[src/rtl/ldst_pkg.sv]
package ldst_pkg;
    localparam int XLEN     = 32;
    localparam int RIDX_W   = 4;
    localparam int IMM_W    = 12;
    localparam int COST_W   = 3;
    localparam logic [RIDX_W-1:0] PC_IDX = 4'd15;
    localparam logic [XLEN-1:0]   ADDR_MASK = 32'h03FF_FFFC;
    localparam logic [XLEN-1:0]   PIPE_AHEAD = 32'd8;
    localparam logic [XLEN-1:0]   PIPE_BACK  = 32'd4;

    localparam int BIT_L = 20;
    localparam int BIT_W = 21;
    localparam int BIT_B = 22;
    localparam int BIT_U = 23;
    localparam int BIT_P = 24;
    localparam int BIT_I = 25;
    localparam int RN_LO = 16;
    localparam int RD_LO = 12;

    typedef enum logic [1:0] {
        ST_IDLE = 2'd0,
        ST_REQ  = 2'd1,
        ST_RSP  = 2'd2,
        ST_DONE = 2'd3
    } ldst_state_e;

    typedef struct packed {
        ldst_state_e       state;
        logic              is_load;
        logic              is_byte;
        logic [RIDX_W-1:0] rd;
        logic [RIDX_W-1:0] rn;
        logic [XLEN-1:0]   addr;
        logic [XLEN-1:0]   wdata;
        logic [XLEN-1:0]   old_rd;
        logic [XLEN-1:0]   base_next;
        logic              base_we;
        logic [XLEN-1:0]   ld_val;
    } ldst_regs_t;
endpackage

[src/rtl/ldst_addr_gen.sv]
module ldst_addr_gen
    import ldst_pkg::*;
(
    input  logic              pre_idx,
    input  logic              add_off,
    input  logic              wback,
    input  logic              reg_off,
    input  logic [RIDX_W-1:0] rn,
    input  logic [IMM_W-1:0]  imm,
    input  logic [XLEN-1:0]   shifted_off,
    input  logic [XLEN-1:0]   base_raw,
    output logic [XLEN-1:0]   xfer_addr,
    output logic [XLEN-1:0]   base_next,
    output logic              base_we
);
    logic            base_is_pc;
    logic [XLEN-1:0] base;
    logic [XLEN-1:0] off;
    logic [XLEN-1:0] indexed;

    always_comb begin
        base_is_pc = (rn == PC_IDX);
        base       = base_is_pc ? (base_raw & ADDR_MASK) : base_raw;
        off        = reg_off ? shifted_off : {{(XLEN-IMM_W){1'b0}}, imm};
        indexed    = add_off ? (base + off) : (base - off);
        if (pre_idx) begin
            xfer_addr = (!wback && base_is_pc) ? (indexed + PIPE_AHEAD) : indexed;
            base_next = indexed;
            base_we   = wback;
        end else begin
            xfer_addr = base_is_pc ? (base + PIPE_AHEAD) : base;
            base_next = add_off ? (xfer_addr + off) : (xfer_addr - off);
            base_we   = 1'b1;
        end
    end
endmodule

[src/rtl/ldst_load_fmt.sv]
module ldst_load_fmt
    import ldst_pkg::*;
(
    input  logic            is_byte,
    input  logic            rd_is_pc,
    input  logic [XLEN-1:0] rdata,
    input  logic [XLEN-1:0] old_pc,
    output logic [XLEN-1:0] value
);
    logic [XLEN-1:0] merged;

    always_comb begin
        merged = (rdata & ADDR_MASK) | (old_pc & ~ADDR_MASK);
        if (rdata[1:0] == 2'b00) begin
            merged = merged - PIPE_BACK;
        end
        if (is_byte) begin
            value = {{(XLEN-8){1'b0}}, rdata[7:0]};
        end else if (rd_is_pc) begin
            value = merged;
        end else begin
            value = rdata;
        end
    end
endmodule

[src/rtl/ldst_cost.sv]
module ldst_cost
    import ldst_pkg::*;
(
    input  logic              is_load,
    input  logic              is_byte,
    input  logic              rd_is_pc,
    output logic [COST_W-1:0] cost_s,
    output logic [COST_W-1:0] cost_i,
    output logic [COST_W-1:0] cost_n
);
    logic pc_extra;

    always_comb begin
        pc_extra = is_load && !is_byte && rd_is_pc;
        if (is_load) begin
            cost_s = pc_extra ? COST_W'(2) : COST_W'(1);
            cost_i = COST_W'(1);
            cost_n = pc_extra ? COST_W'(2) : COST_W'(1);
        end else begin
            cost_s = '0;
            cost_i = '0;
            cost_n = COST_W'(2);
        end
    end
endmodule

[src/rtl/ldst_unit.sv]
module ldst_unit
    import ldst_pkg::*;
(
    input  logic              clk,
    input  logic              rst_n,
    input  logic              start,
    input  logic [XLEN-1:0]   instr,
    input  logic [XLEN-1:0]   shifted_off,
    output logic              idle,
    output logic [RIDX_W-1:0] rf_ra_idx,
    input  logic [XLEN-1:0]   rf_ra_data,
    output logic [RIDX_W-1:0] rf_rb_idx,
    input  logic [XLEN-1:0]   rf_rb_data,
    output logic              mem_req_valid,
    input  logic              mem_req_ready,
    output logic [XLEN-1:0]   mem_addr,
    output logic              mem_we,
    output logic              mem_byte,
    output logic [XLEN-1:0]   mem_wdata,
    input  logic              mem_rsp_valid,
    input  logic [XLEN-1:0]   mem_rdata,
    output logic              done,
    output logic              wb_data_en,
    output logic [RIDX_W-1:0] wb_data_idx,
    output logic [XLEN-1:0]   wb_data_val,
    output logic              wb_base_en,
    output logic [RIDX_W-1:0] wb_base_idx,
    output logic [XLEN-1:0]   wb_base_val,
    output logic [COST_W-1:0] cost_s,
    output logic [COST_W-1:0] cost_i,
    output logic [COST_W-1:0] cost_n
);
    ldst_regs_t r_d, r_q;

    logic [RIDX_W-1:0] in_rn, in_rd;
    logic              in_load, in_byte, in_pre;
    logic [XLEN-1:0]   ag_addr, ag_base_next;
    logic              ag_base_we;
    logic [XLEN-1:0]   fmt_val;
    logic              unused_hi;

    assign in_rn     = instr[RN_LO +: RIDX_W];
    assign in_rd     = instr[RD_LO +: RIDX_W];
    assign in_load   = instr[BIT_L];
    assign in_byte   = instr[BIT_B];
    assign in_pre    = instr[BIT_P];
    assign unused_hi = ^instr[XLEN-1:BIT_I+1];
    assign rf_ra_idx = in_rn;
    assign rf_rb_idx = in_rd;

    ldst_addr_gen u_agen (
        .pre_idx     (in_pre),
        .add_off     (instr[BIT_U]),
        .wback       (instr[BIT_W]),
        .reg_off     (instr[BIT_I]),
        .rn          (in_rn),
        .imm         (instr[IMM_W-1:0]),
        .shifted_off (shifted_off),
        .base_raw    (rf_ra_data),
        .xfer_addr   (ag_addr),
        .base_next   (ag_base_next),
        .base_we     (ag_base_we)
    );

    ldst_load_fmt u_fmt (
        .is_byte  (r_q.is_byte),
        .rd_is_pc (r_q.rd == PC_IDX),
        .rdata    (mem_rdata),
        .old_pc   (r_q.old_rd),
        .value    (fmt_val)
    );

    ldst_cost u_cost (
        .is_load  (r_q.is_load),
        .is_byte  (r_q.is_byte),
        .rd_is_pc (r_q.rd == PC_IDX),
        .cost_s   (cost_s),
        .cost_i   (cost_i),
        .cost_n   (cost_n)
    );

    always_comb begin
        r_d = r_q;
        unique case (r_q.state)
            ST_IDLE: begin
                if (start) begin
                    r_d.state     = ST_REQ;
                    r_d.is_load   = in_load;
                    r_d.is_byte   = in_byte;
                    r_d.rd        = in_rd;
                    r_d.rn        = in_rn;
                    r_d.addr      = ag_addr;
                    r_d.old_rd    = rf_rb_data;
                    r_d.base_next = ag_base_next;
                    r_d.base_we   = ag_base_we &&
                                    !((in_rd == in_rn) && (in_load || !in_pre));
                    if (in_byte) begin
                        r_d.wdata = {{(XLEN-8){1'b0}}, rf_rb_data[7:0]};
                    end else if (in_rd == PC_IDX) begin
                        r_d.wdata = rf_rb_data + PIPE_AHEAD;
                    end else begin
                        r_d.wdata = rf_rb_data;
                    end
                end
            end
            ST_REQ: begin
                if (mem_req_ready) begin
                    r_d.state = ST_RSP;
                end
            end
            ST_RSP: begin
                if (mem_rsp_valid) begin
                    r_d.state  = ST_DONE;
                    r_d.ld_val = fmt_val;
                end
            end
            ST_DONE: begin
                r_d.state = ST_IDLE;
            end
            default: r_d.state = ST_IDLE;
        endcase
    end

    always_ff @(posedge clk) begin
        if (!rst_n) begin
            r_q <= '0;
        end else begin
            r_q <= r_d;
        end
    end

    assign idle          = (r_q.state == ST_IDLE);
    assign mem_req_valid = (r_q.state == ST_REQ);
    assign mem_addr      = r_q.addr;
    assign mem_we        = !r_q.is_load;
    assign mem_byte      = r_q.is_byte;
    assign mem_wdata     = r_q.wdata;
    assign done          = (r_q.state == ST_DONE);
    assign wb_data_en    = done && r_q.is_load;
    assign wb_data_idx   = r_q.rd;
    assign wb_data_val   = r_q.ld_val;
    assign wb_base_en    = done && r_q.base_we;
    assign wb_base_idx   = r_q.rn;
    assign wb_base_val   = r_q.base_next;
endmodule

[config.mk]
export PLATFORM = sky130hd
export DESIGN_NAME = ldst_unit
export DESIGN_NICKNAME = d
export VERILOG_FILES = /design/src/rtl/ldst_pkg.sv /design/src/rtl/ldst_addr_gen.sv /design/src/rtl/ldst_load_fmt.sv /design/src/rtl/ldst_cost.sv /design/src/rtl/ldst_unit.sv
export SDC_FILE = /design/constraint.sdc
export NUM_CORES = 1
export LEC_CHECK = 0
export ABC_AREA = 1
export BUFFER_PORTS_ARGS = -buffer_cell sky130_fd_sc_hd__buf_4
export CAP_MARGIN = 20
export CORE_UTILIZATION = 50
export CTS_BUF_LIST = sky130_fd_sc_hd__clkbuf_4 sky130_fd_sc_hd__clkbuf_8
export CTS_CLUSTER_DIAMETER = 60
export DETAILED_ROUTE_END_ITERATION = 8
export PLACE_DENSITY = 0.77
export SLEW_MARGIN = 10
export SYNTH_ARGS = -nofsm -noshare
export SYNTH_HDL_FRONTEND = slang
export SYNTH_SLANG_ARGS = --single-unit
[constraint.sdc]
create_clock -name clk -period 4 [get_ports clk]
set_input_delay 0.4 -clock clk [delete_from_list [all_inputs] [get_ports clk]]
set_output_delay 0.4 -clock clk [all_outputs]
set_load 0.05 [all_outputs]
## Word level (Yosys, flattened, before mapping)

Cells that the tools add are included.

- Add/sub/neg operators: 8
- Equal/unequal tests: 10
- Muxes and demuxes: 22
- Bitwise logic cells: 1
- Reduce and logical (&&, ||, !) cells: 18

Operators by type and width:

| operator | number |
|---|---|
| $mux W32 | 13 |
| $mux W141 | 1 |
| $add A32 B4 Y32 const B | 3 |
| $add A32 B32 Y32 | 2 |
| $sub A32 B32 Y32 | 2 |
| $or A26 B32 Y32 | 1 |
| $sub A32 B3 Y32 const B | 1 |
| $eq A4 B4 Y1 const B | 3 |
| $pmux W2 S4 | 1 |
| $logic_and A1 B1 Y1 | 7 |
| $mux W2 | 3 |
| $mux W3 | 2 |
| $logic_not A1 Y1 | 5 |
| $eq A2 B2 Y1 const B | 2 |
| $eq A4 B4 Y1 | 1 |
| $logic_not A2 Y1 | 2 |
| $ne A2 B2 Y1 const B | 2 |
| $reduce_and A2 Y1 | 2 |
| $reduce_and A3 Y1 | 1 |
| $eq A2 B1 Y1 const B | 1 |
| $mux W1 | 2 |
| $ne A2 B1 Y1 const B | 1 |
| $logic_or A1 B1 Y1 | 1 |

- Register bits after elaboration: 173
- Bits of input ports: 165
- Output and inout port bits: 160

## Longest topological paths before layout

- Depth after elaboration: 9
- Depth in mapped cells: 33
- Depth with buffers taken out: 33

## By module

A second synthesis with hierarchy kept.

- Cell total of the unflattened synthesis: 2923
- Area, all modules: 16945.0 µm²

By module, submodules not included:

| module | instances | cells each | area each (µm²) | seq. area each (µm²) |
|---|---|---|---|---|
| ldst_unit | 1 | 1079 | 7915.1 | 3403.3 |
| ldst_addr_gen | 1 | 1556 | 7712.4 | 0.0 |
| ldst_load_fmt | 1 | 274 | 1232.4 | 0.0 |
| ldst_cost | 1 | 14 | 85.1 | 0.0 |

## Worst setup path after synthesis

Ideal clock, no wire load.

- Path type: in2reg
- Start point: input port instr[25]
- End point: register r_q, in the netlist mem_addr[31]
- Setup time: 0.109 ns
- Data arrival time: 3.675 ns
- Data required time: 3.891 ns
- Path slack: 0.216 ns
- Stages: 27
- Path buffers: 1
- Cell sequence: buf_6 o21ai_2 ha_1 inv_1 nor3_2 nand2_2 nor3_4 nand2_2 o21ai_4 o21ai_0 xor2_1 ha_1 inv_1 nor3_1 inv_1 nor2_2 nand3_1 nand4_1 nand2_1 nor2_1 nand3_1 nor2_4 nand3_1 nand2_1 nand3_1 nand2_1 inv_1

- Longest elaborated chain between the ends: 6
- Elaborated cells between the ends (all ways): 7
- Those cells by class: 3 x add/sub; 4 x mux

RTL lines:

| what | RTL line | source |
|---|---|---|
| start, declared | ldst_unit.sv:7 | `input logic [XLEN-1:0] instr,` |
| $mux W32 * | ldst_addr_gen.sv:24 | `off = reg_off ? shifted_off : {{(XLEN-IMM_W){1'b0}}, imm};` |
| $sub A32 B32 Y32 / $add A32 B32 Y32 (equally long branches) | ldst_addr_gen.sv:25 | `indexed = add_off ? (base + off) : (base - off);` |
| $mux W32 * | ldst_addr_gen.sv:25 |  |
| $add A32 B4 Y32 | ldst_addr_gen.sv:27 | `xfer_addr = (!wback && base_is_pc) ? (indexed + PIPE_AHEAD) : indexed;` |
| $mux W32 * | ldst_addr_gen.sv:27 |  |
| $mux W32 * | ldst_addr_gen.sv:26 | `if (pre_idx) begin` |
| end signal, assigned | ldst_unit.sv:128 | `r_q <= r_d;` |
| end, declared | ldst_unit.sv:33 | `ldst_regs_t r_d, r_q;` |

Every way passes the cells marked *; elsewhere a longest branch is shown, timed or not.
A chain may end at the register's enable or synchronous reset.

## Worst setup path in the final report

- Start point: input port shifted_off[1]
- End point: register r_q, in the netlist mem_addr[15]

- Longest elaborated chain between the ends: 6
- Elaborated cells between the ends (all ways): 7
- Those cells by class: 3 x add/sub; 4 x mux

RTL lines:

| what | RTL line | source |
|---|---|---|
| start, declared | ldst_unit.sv:8 | `input logic [XLEN-1:0] shifted_off,` |
| $mux W32 * | ldst_addr_gen.sv:24 |  |
| $sub A32 B32 Y32 / $add A32 B32 Y32 (equally long branches) | ldst_addr_gen.sv:25 |  |
| $mux W32 * | ldst_addr_gen.sv:25 |  |
| $add A32 B4 Y32 | ldst_addr_gen.sv:27 |  |
| $mux W32 * | ldst_addr_gen.sv:27 |  |
| $mux W32 * | ldst_addr_gen.sv:26 |  |

Marked as above.

==> impl_metrics.py <==
metrics = {
    "synth": {
        "syn_inst": 2569,
        "synth.avg_cell_area_um2": 5.99,
        "yosys.area.top_type": "dfxtp_1",
        "ys.warnings.count": 0,
        "synth_area_leaders": "dfxtp_1 19%, nand2_1 16%, inv_1 8.3%, buf_4 7.3%, nor2_1 6.9%",
        "netlist_top_cells_count": "649 x nand2_1, 340 x inv_1, 281 x nor2_1",
        "ys_types": 57,
        "synth_edf_count": 0,
        "ys_async_sr_fraction": 0,
        "synth_top_area_share": 0.191,
        "mappedNetlistArea_um2": 15400,
        "synth_most_common_cell": "nand2_1",
        "seq_area_frac_synth": 0.191,
        "synth_top_flop_cell": "dfxtp_1",
        "ys_ff_latch": 147,
    },
    "clock_network": {
        "cts_tree": "built",
        "cts_buffer_depth": 2,
        "htree_levels": 4,
        "ctsHoldBuffers": 0,
        "cts.sinks": 147,
        "cts-root-buf": "clkbuf_8",
        "path_clk_slew_ps": 100,
        "clkLatencyLatePin_ps": 500,
        "numCtsBuffers": 17,
    },
    "finish": {
        "area_delta_synth_final_pct": 32.3,
        "layout-drive-gt1-share": 0.293,
        "multi_input_area_um2": 10200,
        "stdcell_count": 3431,
        "finalInstanceArea_um2": 20400,
        "fillers": 2808,
        "antenna_cells": 0,
        "nNetsFinal": 3269,
        "seqCellArea_um2": 2940,
    },
    "die": {
        "boundaryPins": 325,
        "num_rows": 63,
        "die_h_um": 177,
        "start_util": 0.514,
        "die_x_um": 177,
        "core_um2": 30000,
        "die_area_um2": 31500,
    },
    "sta": {
        "tightest_slew_ps": 858,
        "rsz0062_at_grt": "yes",
        "clock_skew_ps": 11.0,
        "setup_viol": 0,
        "hold_violations": 0,
        "slew_headroom": 0.428,
        "fin_crit_sh": 0.986,
        "fmax_ghz": 0.254,
        "slew_viol_final": 0,
        "post-route-min-period_ps": 3940,
    },
    "setup_path": {
        "critPathKind": "input port to flop",
        "cp.required_ps": 4420,
        "endpoint_kind": "flop",
        "cp_slowest_cell": "ha_1",
        "start_kind": "input port",
        "crit_fanout": 4,
        "cpPeakStageDelay_ps": 340,
        "worstPathArrival_ps": 4360,
        "crit_top_cell": "inv_1",
    },
    "drt": {
        "wl_per_cell_um": 18.1,
        "avgViaCountPerCell": 5.42,
        "routed_wl_um": 62200,
        "first_pass_iters": 6,
        "drt_iter0_drc": 1619,
        "num_vias": 18600,
        "drc": 0,
        "ant_nets": 0,
    },
    "min_path": {
        "worst_hold_path_type": "input port to flop",
    },
    "global_routing": {
        "grt-ovfl-total": 0,
        "grt_pass1_wl_um": 93600,
        "grt_usage": 0.386,
        "grt_max_degree": 74,
        "antenna_found_initial": 0,
        "grt_pass1_vias": 17500,
    },
    "place": {
        "dpl_cell_area_um2": 19300,
        "dp_hpwl_um": 49600,
        "gp_congestion": 0.971,
        "portBuffers": 314,
        "place_inst": 3387,
    },
    "outcome": {
        "status": "completed",
    },
    "pwr": {
        "cellLeakagePower_uw": 0.0103,
        "powerDensity_nw_per_um2": 444,
        "ir_drop_mv": 0.449,
    },
    "job": {
        "drv_cap": 0,
    },
}
==> timing repair <==
| item | CTS | global route |
|---|---|---|
| resized for setup | 4 | 123 |
| pin swaps | 0 | 19 |
| endpoints found under the hold margin | 0 | 0 |
| setup endpoints to repair | 1 | 31 |
| gates cloned | 0 | 0 |
| setup buffers | 0 | 12 |
==> logic make-up (layout without fill, tap and decap cells) <==
family                   count (synthesis)  after routing  synth area share
AO/OA/AOI/OAI                          391            391             0.145
XOR/XNOR                                96             96            0.0546
other                                    1              4          0.000244
adder cells (fa/ha/maj)                 76             76            0.0623
AND/OR/NAND/NOR                       1290           1290             0.368
buffers and inverters                  568           1037             0.179
flip-flops                             147            147             0.191
==> state kept, by name (all words and copies together), names as in the netlist <==
register	cells
wb_base_idx	4
mem_wdata	32
mem_byte	1
wb_data_idx	4
r_q	10
wb_data_val	32
wb_base_val	32
mem_addr	32
==> cell type report <==
type | count | share of cell area
multi-input cells | 1857 | 0.502
repair buffers | 653 | 0.243
flip-flops and latches | 147 | 0.145
inverters | 352 | 0.0650
well taps | 390 | 0.0240
clock buffers | 19 | 0.0128
clock inverters | 13 | 0.00848
==> critical path: cells and delay by family <==
kind | cells | cell delay, ps
AOI/OAI and AO/OA | 5 | 940
adders and majority gates | 2 | 540
xor gates and xnor gates | 1 | 270
buffers and inverters | 9 | 760
and+or+nand+nor | 13 | 1440
==> final timing paths <==
kind / start / endpoint / slack, ps / cells past startpoint
max: shifted_off[1] / mem_addr[15] / 60 / 30
min: rf_rb_data[0] / mem_wdata[0] / 150 / 3
max reg2reg: wb_data_idx[2] / wb_data_val[6] / 1500 / 9
min reg2reg: wb_base_val[6] / wb_base_val[6] / 470 / 2
==> metrics by stage <==
stage | power (µW) | hold WS [ps] | TNS (ps) | util | worst slack (ps)
final | 9030 | 155 | 0 | 0.679 | 57.5
after floorplan | 5740 | 443 | 0 | - | 216
after detailed placement | 7480 | 456 | -10260 | 0.645 | -550
after global placement | 7410 | 454 | -6180 | 0.645 | -414
after global routing | 9520 | 160 | -2220 | 0.679 | -202
after CTS | 8810 | 131 | 0 | 0.660 | 14.8
==> cell usage in the layout (no fill, tap or decap), types with 19 or more instances in the layout <==
cell / Yosys / final
o21ai_0: 106 / 105
nand4_1: 46 / 46
a21oi_1: 179 / 163
inv_1: 340 / 332
nor2_1: 281 / 250
dfxtp_1: 147 / 147
o211ai_1: 34 / 34
buf_4: 150 / 647
nor2_2: 16 / 37
nor3_1: 43 / 38
nand2_1: 649 / 632
clkbuf_8: 3 / 19
xor2_1: 56 / 50
ha_1: 75 / 68
xnor2_1: 40 / 38
nand3b_1: 27 / 27
nand3_1: 145 / 136
nand2_2: 32 / 47
==> metal layers <==
layer	vias to the layer above	GRT usage	wire length, µm
met4	0	0.239	3990
li1	9031	-	-
met2	867	0.653	28600
met1	8516	0.454	24600
met5	-	0	0
met3	195	0.0651	5010
==> power by group <==
part / switching (µW) / total [µW] / internal [µW]
sequential: 232 / 2040 / 1800
combinational: 3700 / 5680 / 1990
clock: 652 / 1310 / 660
(Power assumes the default switching activity.)
